`config.mk`:
```
export PLATFORM = sky130hd
export DESIGN_NAME = i2c_phase_timer
export DESIGN_NICKNAME = d
export VERILOG_FILES = /design/src/rtl/i2c_tg_pkg.sv /design/src/rtl/i2c_tg_field_sel.sv /design/src/rtl/i2c_tg_prescaler.sv /design/src/rtl/i2c_tg_phase_ctr.sv /design/src/rtl/i2c_phase_timer.sv
export SDC_FILE = /design/constraint.sdc
export NUM_CORES = 1
export LEC_CHECK = 0
export BUFFER_PORTS_ARGS = -buffer_cell sky130_fd_sc_hd__clkbuf_2
export CELL_PAD_IN_SITES_DETAIL_PLACEMENT = 0
export CELL_PAD_IN_SITES_GLOBAL_PLACEMENT = 1
export CORE_MARGIN = 4
export CORE_UTILIZATION = 29
export CTS_BUF_LIST = sky130_fd_sc_hd__clkbuf_8
export DETAILED_ROUTE_END_ITERATION = 8
export PLACE_DENSITY_LB_ADDON = 0.1
export SLEW_MARGIN = 20
export SYNTH_ARGS = -nofsm -noshare
export SYNTH_HDL_FRONTEND = slang
export SYNTH_SLANG_ARGS = --single-unit
```
`constraint.sdc`:
```
create_clock -name clk -period 1.9 [get_ports clk]
set_clock_uncertainty 0.2 [all_clocks]
set_input_delay 0.38 -clock clk [delete_from_list [all_inputs] [get_ports clk]]
set_output_delay 0.38 -clock clk [all_outputs]
set_load 0.05 [all_outputs]
```
`src/rtl/i2c_tg_pkg.sv`:
```
package i2c_tg_pkg;
  typedef enum logic [2:0] {
    PH_SCL_LO = 3'd0,
    PH_SCL_HI = 3'd1,
    PH_STA_SU = 3'd2,
    PH_STA_HD = 3'd3,
    PH_STO_SU = 3'd4,
    PH_DAT_SU = 3'd5,
    PH_DAT_HD = 3'd6,
    PH_RS_REL = 3'd7
  } phase_e;

  // Returns {word index, bit offset} of a phase's duration field.
  function automatic logic [6:0] field_loc(phase_e p);
    case (p)
      PH_SCL_LO: field_loc = {2'd1, 5'd8};
      PH_SCL_HI: field_loc = {2'd1, 5'd0};
      PH_STA_SU: field_loc = {2'd0, 5'd24};
      PH_STA_HD: field_loc = {2'd0, 5'd16};
      PH_STO_SU: field_loc = {2'd0, 5'd8};
      PH_DAT_SU: field_loc = {2'd1, 5'd24};
      PH_DAT_HD: field_loc = {2'd3, 5'd0};
      default:   field_loc = {2'd2, 5'd0};
    endcase
  endfunction
endpackage

```
`src/rtl/i2c_tg_field_sel.sv`:
```
module i2c_tg_field_sel
  import i2c_tg_pkg::*;
#(
  parameter int WORD_W  = 32,
  parameter int CNT_W   = 8,
  parameter int DIV_W   = 8,
  parameter int DIV_OFF = 16
) (
  input  phase_e              sel,
  input  logic [WORD_W-1:0]   w1,
  input  logic [WORD_W-1:0]   w2,
  input  logic [WORD_W-1:0]   w3,
  input  logic [WORD_W-1:0]   wh,
  output logic [CNT_W-1:0]    len,
  output logic [DIV_W-1:0]    div
);
  localparam int NWORDS = 4;
  logic [WORD_W-1:0] words [NWORDS];
  logic [6:0]        loc;

  always_comb begin
    words[0] = w1;
    words[1] = w2;
    words[2] = w3;
    words[3] = wh;
    loc      = field_loc(sel);
    len      = words[loc[6:5]][loc[4:0] +: CNT_W];
    div      = words[2][DIV_OFF +: DIV_W];
  end
endmodule

```
`src/rtl/i2c_tg_prescaler.sv`:
```
module i2c_tg_prescaler #(
  parameter int DIV_W = 8
) (
  input  logic             clk,
  input  logic             rst,
  input  logic             run,
  input  logic [DIV_W-1:0] div,
  output logic             tick
);
  logic [DIV_W-1:0] cnt;

  always_ff @(posedge clk) begin
    if (rst || !run) begin
      cnt  <= '0;
      tick <= 1'b0;
    end else if (cnt == div) begin
      cnt  <= '0;
      tick <= 1'b1;
    end else begin
      cnt  <= cnt + 1'b1;
      tick <= 1'b0;
    end
  end
endmodule

```
`src/rtl/i2c_tg_phase_ctr.sv`:
```
module i2c_tg_phase_ctr
  import i2c_tg_pkg::*;
#(
  parameter int CNT_W = 8,
  parameter int DIV_W = 8
) (
  input  logic             clk,
  input  logic             rst,
  input  logic             go,
  input  phase_e           sel,
  input  logic [CNT_W-1:0] len_in,
  input  logic [DIV_W-1:0] div_in,
  input  logic             tick,
  output logic             busy,
  output logic             done,
  output logic             fin,
  output logic [DIV_W-1:0] div_q,
  output phase_e           phase_q
);
  logic [CNT_W-1:0] len_q;
  logic [CNT_W-1:0] cnt;

  assign fin = busy && tick && (cnt == len_q);

  always_ff @(posedge clk) begin
    if (rst) begin
      busy    <= 1'b0;
      done    <= 1'b0;
      cnt     <= '0;
      len_q   <= '0;
      div_q   <= '0;
      phase_q <= PH_SCL_LO;
    end else begin
      done <= 1'b0;
      if (!busy) begin
        if (go) begin
          busy    <= 1'b1;
          cnt     <= '0;
          len_q   <= len_in;
          div_q   <= div_in;
          phase_q <= sel;
        end
      end else if (tick) begin
        if (cnt == len_q) begin
          busy <= 1'b0;
          done <= 1'b1;
        end else begin
          cnt <= cnt + 1'b1;
        end
      end
    end
  end
endmodule

```
`src/rtl/i2c_phase_timer.sv`:
```
module i2c_phase_timer
  import i2c_tg_pkg::*;
#(
  parameter int WORD_W = 32,
  parameter int CNT_W  = 8,
  parameter int DIV_W  = 8
) (
  input  logic              clk,
  input  logic              rst,
  input  logic [WORD_W-1:0] cfg_w1,
  input  logic [WORD_W-1:0] cfg_w2,
  input  logic [WORD_W-1:0] cfg_w3,
  input  logic [WORD_W-1:0] cfg_hold,
  input  logic              phase_go,
  input  logic [2:0]        phase_sel,
  output logic              tick,
  output logic              busy,
  output logic              done,
  output logic [2:0]        phase_cur
);
  localparam int DIV_OFF = 16;

  logic [CNT_W-1:0] sel_len;
  logic [DIV_W-1:0] sel_div;
  logic [DIV_W-1:0] div_q;
  logic             fin;
  phase_e           ph_q;

  i2c_tg_field_sel #(.WORD_W(WORD_W), .CNT_W(CNT_W), .DIV_W(DIV_W), .DIV_OFF(DIV_OFF)) u_sel (
    .sel (phase_e'(phase_sel)),
    .w1  (cfg_w1),
    .w2  (cfg_w2),
    .w3  (cfg_w3),
    .wh  (cfg_hold),
    .len (sel_len),
    .div (sel_div)
  );

  i2c_tg_phase_ctr #(.CNT_W(CNT_W), .DIV_W(DIV_W)) u_ctr (
    .clk     (clk),
    .rst     (rst),
    .go      (phase_go),
    .sel     (phase_e'(phase_sel)),
    .len_in  (sel_len),
    .div_in  (sel_div),
    .tick    (tick),
    .busy    (busy),
    .done    (done),
    .fin     (fin),
    .div_q   (div_q),
    .phase_q (ph_q)
  );

  i2c_tg_prescaler #(.DIV_W(DIV_W)) u_pre (
    .clk  (clk),
    .rst  (rst),
    .run  (busy && !fin),
    .div  (div_q),
    .tick (tick)
  );

  assign phase_cur = ph_q;

  AST_TICK_ONLY_BUSY: assert property (@(posedge clk) disable iff (rst) tick |-> busy);
  AST_TICK_SPACING: assert property (@(posedge clk) disable iff (rst) (tick && div_q != '0) |=> !tick);
  AST_DONE_IDLE: assert property (@(posedge clk) disable iff (rst) done |-> (!busy && !tick));
  AST_DONE_PULSE: assert property (@(posedge clk) disable iff (rst) done |=> !done);
  AST_GO_WHILE_BUSY: assert property (@(posedge clk) disable iff (rst) (busy && phase_go) |=> (busy || done));
endmodule

```
==> impl_results.md <==
- Status: completed
- Worst Max-Slew Pin Slew: 0.393 ns
- Starting Density: 0.297
- Layout cells sized above 1: 0.309
- Crit path time final: 1.77 ns
- Fin area: 0.00290 sq mm
- CTS Buffer Depth: 2
- GRT Residual Overflow: 0
- Syn Std Cell Area: 0.00214 sq mm
- Total placed cells including tap cells: 464
- Mapped Avg Cell Area: 7.69 sq um
- Crit Path Max Fanout: 16
- Share of the synthesized area in the top cell type: 0.355
- PD cells: 689 mW/mm^2
- Post-synthesis register bit count: 38
- Final Max Slew Viols: 0
- Die width: 94.0 microns
- Mapped Cells: 279
- Critical path class: reg -> reg
- PortBufs: 83
- Clk sinks: 38
- DRC errors left: 0
- Utilization after layout: 0.402
- Setup_tns: 0 ns
- DRT Pass-1 Iters: 8
- CP arrival: 1.80 ns
- Multi-input gate area: 0.00129 sq mm
- DIE AREA: 0.00884 sq mm
- DR vias: 2271
- Relative slew slack: 0.736
- Synth Warn #: 0
- Largest net degree at the start of global routing: 29
- Final hold violations: 0
- Routed vias/inst: 4.82
- Inserted Clock Buffers: 5
- Hold_buf cts: 0
- VDD IR-drop max: 0.265 mV
- Final setup viols: 0
- WL per Instance: 13.1 microns
- EDFF count, synth: 0
- Area Growth Syn to Fin: 35.4%
- Dpl hpwl: 4820 microns
- Post_cts resized: 0
- Max Freq: 564 MHz
- Reg area: 762 sq um
- Final wirelength: 6180 microns
- Syn Nets: 415
- RSZ-0062 raised after global routing: no
- GRT Overall Usage: 0.147
- Critical path launch point type: flop
- Post-synth top cells: 38 x dfxtp_1, 31 x a21oi_1, 30 x nand2_1
- Detailed Route Iter0 Violations: 60
- Crit. End Element: flop
- Initial antenna violation count: 0
- Core area: 0.00721 sq mm
- Slack of the critical path: 0.127 ns
- First-pass GRT wire length: 10500 microns
- Vias in the first global route: 2216
- ANT nets after route: 0
- Area leader, netlist: dfxtp_1
- Filler cells: 804
- Cell with the most instances after synthesis: dfxtp_1
- Final worst path period share: 0.933
- Placement Cell Area: 0.00279 sq mm
- Worst slack, placed: 0.0661 ns
- Clk_lat worst skew: 0.29 ns
- Placer Congestion: 0.755
- Site Rows: 31
- Post-CTS Setup Repair Bufs: 0
- Post-Layout Cell Count: 471
- Clock root buffer: clkbuf_8
- Die Height: 94.0 microns
- Static leakage: 1.21 nW
- TritonCTS clock tree: yes
- Post-synthesis async set-or-reset flop share: 0
- Top FF cell, synth: dfxtp_1
- Synth unique cells: 33
- Seq/Total Area, Yosys: 0.355
- HP Class: in -> reg
- CTS H-tree lvls: 2
- Max-cap violation count: 0
- Worst hold margin: 0.110 ns
- Clock transition at path regs: 0.08 ns
- Final Power: 2.00 mW
- Synth top area cells: dfxtp_1 35%, a21oi_1 7.2%, xnor2_1 6.9%
- Antenna Cells: 0
- Critical Path RT: 1.93 ns
- I/O pin count: 140
- Final #Nets: 508
==> where the power goes <==
part	switching (mW)	total, mW	internal [mW]	leakage (nW)
Clock	0.287	0.708	0.420	0.0573
Sequential	0.0310	0.867	0.836	0.311
Combinational	0.233	0.426	0.193	0.838
Total	0.551	2.00	1.45	1.21
==> worst paths after layout <==
kind / start / to / slack, ns / depth (start not counted)
max: u_ctr.cnt[1]$_SDFFE_PP0P_ / u_ctr.cnt[7]$_SDFFE_PP0P_ / 0.13 / 5
min: cfg_w3[17] / u_ctr.div_q[1]$_SDFFE_PP0P_ / 0.11 / 3
max reg2reg: u_ctr.cnt[1]$_SDFFE_PP0P_ / u_ctr.cnt[7]$_SDFFE_PP0P_ / 0.13 / 5
min reg2reg: u_ctr.phase_q[0]$_SDFFE_PP0P_ / u_ctr.phase_q[0]$_SDFFE_PP0P_ / 0.26 / 2
==> worst max-delay path, stage by stage, from the launching register on <==
cell and delay, ns:
dfxtp_2 0.35, xnor2_1 0.12, nand4_1 0.18, o211ai_4 0.18
or4_1 0.54, a21oi_1 0.15
==> placed cells by master, fill, tap and decap left out <==
cell	count
clkbuf_2	83
dfxtp_1	37
a21oi_1	31
nand2_1	30
nor2_1	28
o21ai_0	25
buf_4	18
xnor2_1	17
o22ai_1	8
a211oi_1	8
nor3_1	8
mux2i_1	8
nand3_1	8
inv_1	6
a221oi_1	6
clkbuf_8	6
o31ai_1	5
nand4_1	5
xor2_1	5
or4_1	4
nand2b_1	3
or3_1	3
a31oi_1	2
and2_1	2
and3_1	2
ha_1	2
buf_12	2
nor2b_1	1
nor2b_2	1
or2_2	1
nand4_2	1
a211o_1	1
o211ai_4	1
o211ai_1	1
o21bai_1	1
bufinv_16	1
dfxtp_2	1
==> area by class of cell <==
type / instances / share of cell area
Multi-Input combinational cell: 218 / 0.445
Sequential cell: 38 / 0.263
Timing Repair Buffer: 103 / 0.203
Tap cell: 99 / 0.0427
Clock buffer: 6 / 0.0284
Clock inverter: 1 / 0.0103
Inverter: 6 / 0.00776
==> registers in the layout (all words and copies together) (netlist names) <==
name and cells:
u_ctr.div_q 8, u_ctr.busy 1, u_ctr.done 1, u_ctr.cnt 8
u_pre.cnt 8, u_ctr.phase_q 3, u_ctr.len_q 8, u_pre.tick 1
==> layer usage <==
metal | global-route usage | share of wire
met2 | 0.215 | 0.42
met5 | 0 | 0
met3 | 0.0377 | 0.069
met1 | 0.212 | 0.50
met4 | 0.0397 | 0.013
==> kinds of logic after synthesis <==
| family | synth area share |
|---|---|
| muxes | 0.0373 |
| AOI/OAI and AO/OA | 0.251 |
| adders and majority gates | 0.0117 |
| and+or+nand+nor | 0.211 |
| DFF | 0.355 |
| buffers and inverters | 0.0443 |
| xor gates and xnor gates | 0.0898 |
Power figures use the tool's default switching activity.
